===== src/rtl/div_pkg.sv =====
package div_pkg;

    typedef enum logic [2:0] {
        MD_S32  = 3'd0,
        MD_U32  = 3'd1,
        MD_S16  = 3'd2,
        MD_U16  = 3'd3,
        MD_FRAC = 3'd4
    } div_mode_e;

    typedef enum logic [2:0] {
        ST_IDLE,
        ST_EXTEND,
        ST_DIVIDE,
        ST_FIXUP,
        ST_DONE
    } div_state_e;

endpackage


===== src/rtl/div_fsm.sv =====
module div_fsm
    import div_pkg::*;
#(
    parameter int W = 16
) (
    input  logic       clk,
    input  logic       rst_n,
    input  logic       start_i,
    input  logic       step_en_i,
    output div_state_e state_o,
    output logic       accept_o,
    output logic       ext_en_o,
    output logic       div_en_o,
    output logic       fix_en_o,
    output logic       busy_o,
    output logic       done_o
);
    localparam int CW        = $clog2(W);
    localparam int TOTAL_STP = W + 2;

    div_state_e     st_q, st_d;
    logic [CW-1:0]  cnt_q, cnt_d;

    // next-state logic
    always_comb begin
        st_d  = st_q;
        cnt_d = cnt_q;
        unique case (st_q)
            ST_IDLE:   if (start_i) st_d = ST_EXTEND;
            ST_EXTEND: if (step_en_i) begin
                           st_d  = ST_DIVIDE;
                           cnt_d = '0;
                       end
            ST_DIVIDE: if (step_en_i) begin
                           if (cnt_q == CW'(W - 1)) st_d = ST_FIXUP;
                           else                     cnt_d = cnt_q + 1'b1;
                       end
            ST_FIXUP:  if (step_en_i) st_d = ST_DONE;
            ST_DONE:   st_d = ST_IDLE;
            default:   st_d = ST_IDLE;
        endcase
    end

    // state register
    always_ff @(posedge clk or negedge rst_n) begin
        if (!rst_n) begin
            st_q  <= ST_IDLE;
            cnt_q <= '0;
        end else begin
            st_q  <= st_d;
            cnt_q <= cnt_d;
        end
    end

    // outputs
    always_comb begin
        accept_o = (st_q == ST_IDLE) && start_i;
        ext_en_o = (st_q == ST_EXTEND) && step_en_i;
        div_en_o = (st_q == ST_DIVIDE) && step_en_i;
        fix_en_o = (st_q == ST_FIXUP) && step_en_i;
        busy_o   = (st_q == ST_EXTEND) || (st_q == ST_DIVIDE) || (st_q == ST_FIXUP);
        done_o   = (st_q == ST_DONE);
        state_o  = st_q;
    end

    // checker counter: enabled edges since the accepting edge
    logic [7:0] chk_steps_q;
    always_ff @(posedge clk or negedge rst_n) begin
        if (!rst_n)                   chk_steps_q <= '0;
        else if (accept_o)            chk_steps_q <= '0;
        else if (busy_o && step_en_i) chk_steps_q <= chk_steps_q + 1'b1;
    end

    AST_STEP_TOTAL: assert property (@(posedge clk) disable iff (!rst_n)
        done_o |-> chk_steps_q == 8'(TOTAL_STP));
    AST_DONE_PULSE: assert property (@(posedge clk) disable iff (!rst_n)
        done_o |=> !done_o);
    AST_BUSY_NOT_DONE: assert property (@(posedge clk) disable iff (!rst_n)
        busy_o |-> !done_o);
    AST_PAUSE_STATE: assert property (@(posedge clk) disable iff (!rst_n)
        busy_o && !step_en_i |=> $stable(st_q) && $stable(cnt_q));

endmodule


===== src/rtl/div_prep.sv =====
module div_prep
    import div_pkg::*;
#(
    parameter int W = 16
) (
    input  logic [2:0]   mode_i,
    input  logic [W-1:0] hi_i,
    input  logic [W-1:0] lo_i,
    input  logic [W-1:0] dsr_i,
    output logic [W-1:0] mag_hi_o,
    output logic [W-1:0] mag_lo_o,
    output logic [W-1:0] dmag_o,
    output logic         qneg_o,
    output logic         rneg_o,
    output logic         signed_o,
    output logic         pre_ovf_o
);
    localparam int NW = 2 * W;

    logic [NW-1:0] num, nmag;
    logic          snum, sden;

    always_comb begin
        signed_o = 1'b1;
        num      = {hi_i, lo_i};
        unique case (mode_i)
            MD_S32:  num = {hi_i, lo_i};
            MD_U32:  begin
                         num      = {hi_i, lo_i};
                         signed_o = 1'b0;
                     end
            MD_S16:  num = {{W{lo_i[W-1]}}, lo_i};
            MD_FRAC: num = {lo_i[W-1], lo_i, {(W-1){1'b0}}};
            default: begin
                         num      = {{W{1'b0}}, lo_i};
                         signed_o = 1'b0;
                     end
        endcase
        snum      = signed_o & num[NW-1];
        sden      = signed_o & dsr_i[W-1];
        nmag      = snum ? (~num + 1'b1) : num;
        dmag_o    = sden ? (~dsr_i + 1'b1) : dsr_i;
        mag_hi_o  = nmag[NW-1:W];
        mag_lo_o  = nmag[W-1:0];
        qneg_o    = snum ^ sden;
        rneg_o    = snum;
        pre_ovf_o = (dmag_o == '0) || (mag_hi_o >= dmag_o);
    end

endmodule


===== src/rtl/div_step.sv =====
module div_step #(
    parameter int W = 16
) (
    input  logic [W-1:0] rem_i,
    input  logic         bit_i,
    input  logic [W-1:0] dmag_i,
    output logic [W-1:0] rem_o,
    output logic         qbit_o
);
    logic [W:0] trial, diff;

    always_comb begin
        trial  = {rem_i, bit_i};
        diff   = trial - {1'b0, dmag_i};
        qbit_o = (trial >= {1'b0, dmag_i});
        rem_o  = qbit_o ? diff[W-1:0] : trial[W-1:0];
    end

endmodule


===== src/rtl/div_fixup.sv =====
module div_fixup #(
    parameter int W = 16
) (
    input  logic [W-1:0] qmag_i,
    input  logic [W-1:0] rmag_i,
    input  logic         qneg_i,
    input  logic         rneg_i,
    input  logic         signed_i,
    input  logic         pre_ovf_i,
    output logic [W-1:0] quot_o,
    output logic [W-1:0] rem_o,
    output logic         ovf_o
);
    localparam logic [W-1:0] MIN_MAG = {1'b1, {(W-1){1'b0}}};

    logic range_bad;

    always_comb begin
        if (!signed_i)   range_bad = 1'b0;
        else if (qneg_i) range_bad = (qmag_i > MIN_MAG);
        else             range_bad = qmag_i[W-1];
        ovf_o  = pre_ovf_i | range_bad;
        quot_o = qneg_i ? (~qmag_i + 1'b1) : qmag_i;
        rem_o  = rneg_i ? (~rmag_i + 1'b1) : rmag_i;
    end

endmodule


===== src/rtl/iter_divider.sv =====
module iter_divider
    import div_pkg::*;
#(
    parameter int W = 16
) (
    input  logic         clk,
    input  logic         rst_n,
    input  logic         start,
    input  logic         step_en,
    input  logic [2:0]   mode,
    input  logic [W-1:0] dividend_hi,
    input  logic [W-1:0] dividend_lo,
    input  logic [W-1:0] divisor,
    output logic [W-1:0] quotient,
    output logic [W-1:0] remainder,
    output logic         busy,
    output logic         done,
    output logic         overflow
);
    div_state_e state;
    logic       accept, ext_en, div_en, fix_en;

    // captured operands
    logic [2:0]   mode_q;
    logic [W-1:0] hi_q, lo_q, dsr_q;
    // working state
    logic [W-1:0] rem_q, sh_q, quo_q, dmag_q;
    logic         qneg_q, rneg_q, sgn_q, pre_ovf_q;

    logic [W-1:0] p_mag_hi, p_mag_lo, p_dmag;
    logic         p_qneg, p_rneg, p_sgn, p_pre_ovf;
    logic [W-1:0] s_rem;
    logic         s_qbit;
    logic [W-1:0] f_quot, f_rem;
    logic         f_ovf;

    div_fsm #(.W(W)) u_fsm (
        .clk       (clk),
        .rst_n     (rst_n),
        .start_i   (start),
        .step_en_i (step_en),
        .state_o   (state),
        .accept_o  (accept),
        .ext_en_o  (ext_en),
        .div_en_o  (div_en),
        .fix_en_o  (fix_en),
        .busy_o    (busy),
        .done_o    (done)
    );

    div_prep #(.W(W)) u_prep (
        .mode_i    (mode_q),
        .hi_i      (hi_q),
        .lo_i      (lo_q),
        .dsr_i     (dsr_q),
        .mag_hi_o  (p_mag_hi),
        .mag_lo_o  (p_mag_lo),
        .dmag_o    (p_dmag),
        .qneg_o    (p_qneg),
        .rneg_o    (p_rneg),
        .signed_o  (p_sgn),
        .pre_ovf_o (p_pre_ovf)
    );

    div_step #(.W(W)) u_step (
        .rem_i  (rem_q),
        .bit_i  (sh_q[W-1]),
        .dmag_i (dmag_q),
        .rem_o  (s_rem),
        .qbit_o (s_qbit)
    );

    div_fixup #(.W(W)) u_fixup (
        .qmag_i    (quo_q),
        .rmag_i    (rem_q),
        .qneg_i    (qneg_q),
        .rneg_i    (rneg_q),
        .signed_i  (sgn_q),
        .pre_ovf_i (pre_ovf_q),
        .quot_o    (f_quot),
        .rem_o     (f_rem),
        .ovf_o     (f_ovf)
    );

    // operand capture on the accepting edge
    always_ff @(posedge clk or negedge rst_n) begin
        if (!rst_n) begin
            mode_q <= '0;
            hi_q   <= '0;
            lo_q   <= '0;
            dsr_q  <= '0;
        end else if (accept) begin
            mode_q <= mode;
            hi_q   <= dividend_hi;
            lo_q   <= dividend_lo;
            dsr_q  <= divisor;
        end
    end

    // iteration datapath
    always_ff @(posedge clk or negedge rst_n) begin
        if (!rst_n) begin
            rem_q     <= '0;
            sh_q      <= '0;
            quo_q     <= '0;
            dmag_q    <= '0;
            qneg_q    <= 1'b0;
            rneg_q    <= 1'b0;
            sgn_q     <= 1'b0;
            pre_ovf_q <= 1'b0;
        end else if (ext_en) begin
            rem_q     <= p_mag_hi;
            sh_q      <= p_mag_lo;
            quo_q     <= '0;
            dmag_q    <= p_dmag;
            qneg_q    <= p_qneg;
            rneg_q    <= p_rneg;
            sgn_q     <= p_sgn;
            pre_ovf_q <= p_pre_ovf;
        end else if (div_en) begin
            rem_q <= s_rem;
            sh_q  <= {sh_q[W-2:0], 1'b0};
            quo_q <= {quo_q[W-2:0], s_qbit};
        end
    end

    // result registers
    always_ff @(posedge clk or negedge rst_n) begin
        if (!rst_n) begin
            quotient  <= '0;
            remainder <= '0;
            overflow  <= 1'b0;
        end else if (fix_en) begin
            quotient  <= f_quot;
            remainder <= f_rem;
            overflow  <= f_ovf;
        end
    end

    AST_PAUSE_HOLD: assert property (@(posedge clk) disable iff (!rst_n)
        busy && !step_en |=> $stable(rem_q) && $stable(quo_q) && $stable(sh_q));
    AST_REM_BELOW_DIVISOR: assert property (@(posedge clk) disable iff (!rst_n)
        (state == ST_DIVIDE) && !pre_ovf_q |-> rem_q < dmag_q);
    AST_ZERO_DIVISOR: assert property (@(posedge clk) disable iff (!rst_n)
        done && (dsr_q == '0) |-> overflow);
    AST_RESULT_HOLD: assert property (@(posedge clk) disable iff (!rst_n)
        !done |-> $stable(quotient) && $stable(remainder) && $stable(overflow));
    AST_START_IGNORED: assert property (@(posedge clk) disable iff (!rst_n)
        busy && start |=> $stable(dsr_q) && $stable(lo_q) && $stable(hi_q) && $stable(mode_q));

endmodule


===== config.mk =====
export PLATFORM = sky130hd
export DESIGN_NAME = iter_divider
export DESIGN_NICKNAME = d
export VERILOG_FILES = /design/src/rtl/div_pkg.sv /design/src/rtl/div_fsm.sv /design/src/rtl/div_prep.sv /design/src/rtl/div_step.sv /design/src/rtl/div_fixup.sv /design/src/rtl/iter_divider.sv
export SDC_FILE = /design/constraint.sdc
export NUM_CORES = 1
export LEC_CHECK = 0
export ABC_CLOCK_PERIOD_IN_PS = 4100
export BUFFER_PORTS_ARGS = -buffer_cell sky130_fd_sc_hd__clkbuf_2
export CAP_MARGIN = 30
export CORE_MARGIN = 5
export CORE_UTILIZATION = 47
export DETAILED_ROUTE_END_ITERATION = 10
export PLACE_DENSITY = 0.68
export SYNTH_ARGS = -nofsm -noshare
export SYNTH_HDL_FRONTEND = slang
export SYNTH_SLANG_ARGS = --single-unit

===== constraint.sdc =====
create_clock -name clk -period 4.1 [get_ports clk]
set_clock_uncertainty 0.15 [all_clocks]
set_input_delay 0.615 -clock clk [delete_from_list [all_inputs] [get_ports clk]]
set_output_delay 0.615 -clock clk [all_outputs]
set_load 0.01 [all_outputs]

==> results.txt <==
The worst flop-to-flop path startpoint is mode_q[1]$_DFFE_PN0P_. The async set or reset register ratio after synthesis came out at 1.00. The height of the chip is 155 um. The critical path in this run is classified as flop to flop. The worst slack after detailed placement is 0.145 ns. The maximum buffer depth of the clock tree is 2. The power spent charging and discharging nets is 5.18 mW. The net switching share of the total power is 0.468. The data required time at the worst endpoint is 4.27 ns. The logic gate share of total power is 0.572. The total of fill cells in the finished design came out at 1,953. The number of levels in the clock H-tree came out at 4. The minimum period implied by the final worst setup slack came out at 3.88 ns.

For this run, the detailed router's first-pass iteration total came to 5. STA classifies the critical path startpoint as a flop. The flow ran to the end, but the final reports show violations. The placed instances occupy a cell area of 10,700 um^2. The critical-path maximum fanout is 10. Clock-pin slew was measured on the worst setup and hold paths at 0.07 ns. The maximum VDD drop came out at 0.000433 V. The number of cell rows came out at 53.

The number of library cell types mapped by synthesis is 84. The area added between synthesis and finish came out at 15.3%. The DRC violation count after routing is 0. The wire length on met2 is 11,100 um.

The hold violation total from the final report was 9. The fraction of final layout cells sized beyond drive strength 1 came out at 0.222. The worst reg2reg path endpoint is pre_ovf_q$_DFFE_PN0P_. The worst setup margin is 0.221 ns. The number of warnings reported in the yosys synthesis log came out at 0. The register bit total from synthesis came out at 159. The number of cell instances on the worst register-to-register path is 16. After layout, the design draws a total of 11.1 mW.

Based on the critical path, the design can be clocked at up to 258 MHz. The number of antenna diodes in the final layout is 0. The power per cell area came out at 973 nW/um^2. The final reports fail on negative hold slack. The ratio of routed vias to standard cells is 5.75. The tightest min-delay check is of the input port to async pin type. The wire length of the first global-routing pass came out at 41,800 um. The part of the power in the clock network is 0.147. At the worst endpoint, the arrival time is 4.05 ns. The number of pins exceeding their max-slew limit in the final report was 0. The tree built by TritonCTS fans out to 159 sinks.

The max capacitance violation total is 0. The number of I/O port buffers came out at 89. The die covers 24,000 um^2. The area of the core came out at 20,800 um^2. The width of the die came out at 155 um. The top-level port count is 90.

The met1 routed wirelength after detailed routing is 12,100 um. The number of antenna-violating nets in the routed design is 0. The slew at the pin closest to its max-slew limit came out at 0.886 ns. For the worst-skew pair, the clock arrives at the later sink with an insertion delay of 0.44 ns. The number of global-route vias before repair was 7,985. Of the total power, registers draw 0.282.

The area of all placed cells without fillers is 11,400 um^2. The internal portion of total power is 5.89 mW. The final net count is 1,235. The main flop type after synthesis is sky130_fd_sc_hd__dfrtp_1. Routability-driven placement finished with a final weighted congestion of 0.916. The cell area after synthesis came out at 9860 um^2. The HPWL after detailed placement is 18,200 um. The highest metal layer carrying signal wires in the routed design is met4. The maximum number of pins on one net before global-route repair came out at 100. Across all register-to-register paths, the minimum setup slack is 0.22 ns. In this run, post-CTS hold repair placed 0 buffers. The met3 wirelength from detailed routing is 1450 um. Setup violations remaining at the end of the flow were counted as 0. TritonCTS built the clock tree. Dividing the synthesized area by the synthesized cell count gives 9.31 um^2. The worst setup path is captured at a flop. The number of antenna violations at the first check in global routing was 0. For this run, the register share of the synthesized area comes to 0.404.

Counting flops with a built-in enable in the synthesized netlist gives 0. The cell count after synthesis came out at 1,059. The tree is rooted in a sky130_fd_sc_hd__clkbuf_16. The initial utilization of the core area, before any placement, comes to 0.473. The number of CTS-inserted buffers is 17. The period utilization came out at 0.946. The relative max-transition margin is 0.409. The worst-case hold slack is -0.0146 ns. Counting every net in the synthesized netlist gives 1,152.

The total global routing track utilization is 0.214. The overall overflow remaining after global route came out at 0. The total vias in the final route is 8,221. The initial DRC count came out at 509.

The standby leakage power is 5.01 nW. The post-detailed-route wirelength per cell is 17.6 um. Summed over all layers, the routed wires come to 25,200 um.
worst max-delay path, stage by stage (launching register included):
cell	delay, ns
sky130_fd_sc_hd__dfrtp_2	0.45
sky130_fd_sc_hd__or3b_2	0.53
sky130_fd_sc_hd__nand2_1	0.12
sky130_fd_sc_hd__ha_2	0.17
sky130_fd_sc_hd__nor2b_1	0.13
sky130_fd_sc_hd__nand4_1	0.15
sky130_fd_sc_hd__o21ai_2	0.24
sky130_fd_sc_hd__nand4_1	0.21
sky130_fd_sc_hd__o21ai_1	0.20
sky130_fd_sc_hd__xnor2_1	0.18
sky130_fd_sc_hd__inv_1	0.08
sky130_fd_sc_hd__ha_1	0.18
sky130_fd_sc_hd__a21o_1	0.14
sky130_fd_sc_hd__a21o_1	0.18
sky130_fd_sc_hd__a2111oi_2	0.38
sky130_fd_sc_hd__o2bb2ai_1	0.18
sky130_fd_sc_hd__o31ai_2	0.08
stage by stage:
stage                     setup TNS [ns]  std cells  hold slack [ns]  utilization
final                                  0       1430          -0.0146        0.546
after global routing            -0.00834       1430           0.0288        0.546
after CTS                              0       1424           0.0121        0.541
after detailed placement               0       1392            0.320        0.513
after global placement                 0       1391            0.311        0.512
after floorplan                        0       1059            0.169            -
kinds of logic (layout without fill, tap and decap cells):
| group | Yosys count | in the layout | share of synthesized area |
|---|---|---|---|
| compound gates | 286 | 286 | 0.195 |
| xor+xnor | 76 | 76 | 0.0683 |
| fa+ha+maj | 38 | 38 | 0.0490 |
| buf+inv | 101 | 196 | 0.0409 |
| flops | 159 | 159 | 0.404 |
| mux | 64 | 64 | 0.0712 |
| simple gates | 335 | 336 | 0.172 |
Yosys cell counts (25+ instances only):
master,count,area (um^2)
sky130_fd_sc_hd__nand3_1,25,125
sky130_fd_sc_hd__ha_1,37,463
sky130_fd_sc_hd__xor2_1,49,429
sky130_fd_sc_hd__dfrtp_1,159,3980
sky130_fd_sc_hd__inv_1,35,131
sky130_fd_sc_hd__nand2_1,136,510
sky130_fd_sc_hd__nor2_1,53,199
sky130_fd_sc_hd__clkbuf_1,54,203
sky130_fd_sc_hd__xnor2_1,26,228
sky130_fd_sc_hd__mux2_2,49,552
sky130_fd_sc_hd__a21oi_1,49,245
sky130_fd_sc_hd__o21ai_0,98,490
per-layer routing:
metal | GRT usage | up-vias
met2 | 0.318 | 250
met3 | 0.0425 | 44
li1 | - | 4004
met4 | 0.0673 | 0
met5 | 0 | -
met1 | 0.314 | 3923
sequential cells by signal, summed over array words and instances, names as in the netlist:
signal         count
hi_q              16
rem_q             16
qneg_q             1
sh_q              16
quo_q             16
dsr_q             16
mode_q             3
u_fsm.cnt_q        4
quotient          16
pre_ovf_q          1
sgn_q              1
rneg_q             1
u_fsm.state_o      3
lo_q              16
dmag_q            16
overflow           1
remainder         16
layout by cell type, fill, tap and decap left out, types with 36 or more instances in the layout:
master                     netlist  routed
sky130_fd_sc_hd__dfrtp_1       159     156
sky130_fd_sc_hd__nand2_1       136     136
sky130_fd_sc_hd__o21ai_0        98      95
sky130_fd_sc_hd__clkbuf_2        0      88
sky130_fd_sc_hd__nor2_1         53      52
sky130_fd_sc_hd__a21oi_1        49      49
sky130_fd_sc_hd__xor2_1         49      49
sky130_fd_sc_hd__mux2_2         49      49
sky130_fd_sc_hd__buf_4           1      39
sky130_fd_sc_hd__ha_1           37      36
how the worst max path moves through the flow:
stage / to / cells after the start / start
2_1_floorplan: pre_ovf_q$_DFFE_PN0P_ / 19 / mode_q[1]$_DFFE_PN0P_
3_3_place_gp: pre_ovf_q$_DFFE_PN0P_ / 14 / mode_q[2]$_DFFE_PN0P_
3_5_place_dp: pre_ovf_q$_DFFE_PN0P_ / 15 / mode_q[1]$_DFFE_PN0P_
4_1_cts: pre_ovf_q$_DFFE_PN0P_ / 15 / mode_q[1]$_DFFE_PN0P_
5_1_grt: pre_ovf_q$_DFFE_PN0P_ / 16 / mode_q[1]$_DFFE_PN0P_
6_report: pre_ovf_q$_DFFE_PN0P_ / 16 / mode_q[1]$_DFFE_PN0P_
power groups by stage:
stage / clock [mW] / sequential (mW) / combinational, mW
after detailed placement: 0 / 3.13 / 6.14
after global routing: 1.73 / 3.22 / 7.03
after global placement: 0 / 3.10 / 6.06
final: 1.62 / 3.11 / 6.33
after CTS: 1.65 / 3.10 / 6.20
after floorplan: 0 / 2.81 / 4.60
repair_timing:
item / CTS / global route
buffers inserted: 0 / 5
endpoints found under the setup margin: 0 / 1
gates resized for setup: 0 / 14
final cells by class:
class	count	area, um^2	share of cell area
well taps	275	344	0.0303
inverters	35	131	0.0116
repair buffers	129	764	0.0673
clock buffers	17	425	0.0374
flip-flops and latches	159	3980	0.350
clock inverters	15	170	0.0150
multi-input cells	800	5550	0.488
Note: power is estimated with default switching activity, not from simulation.
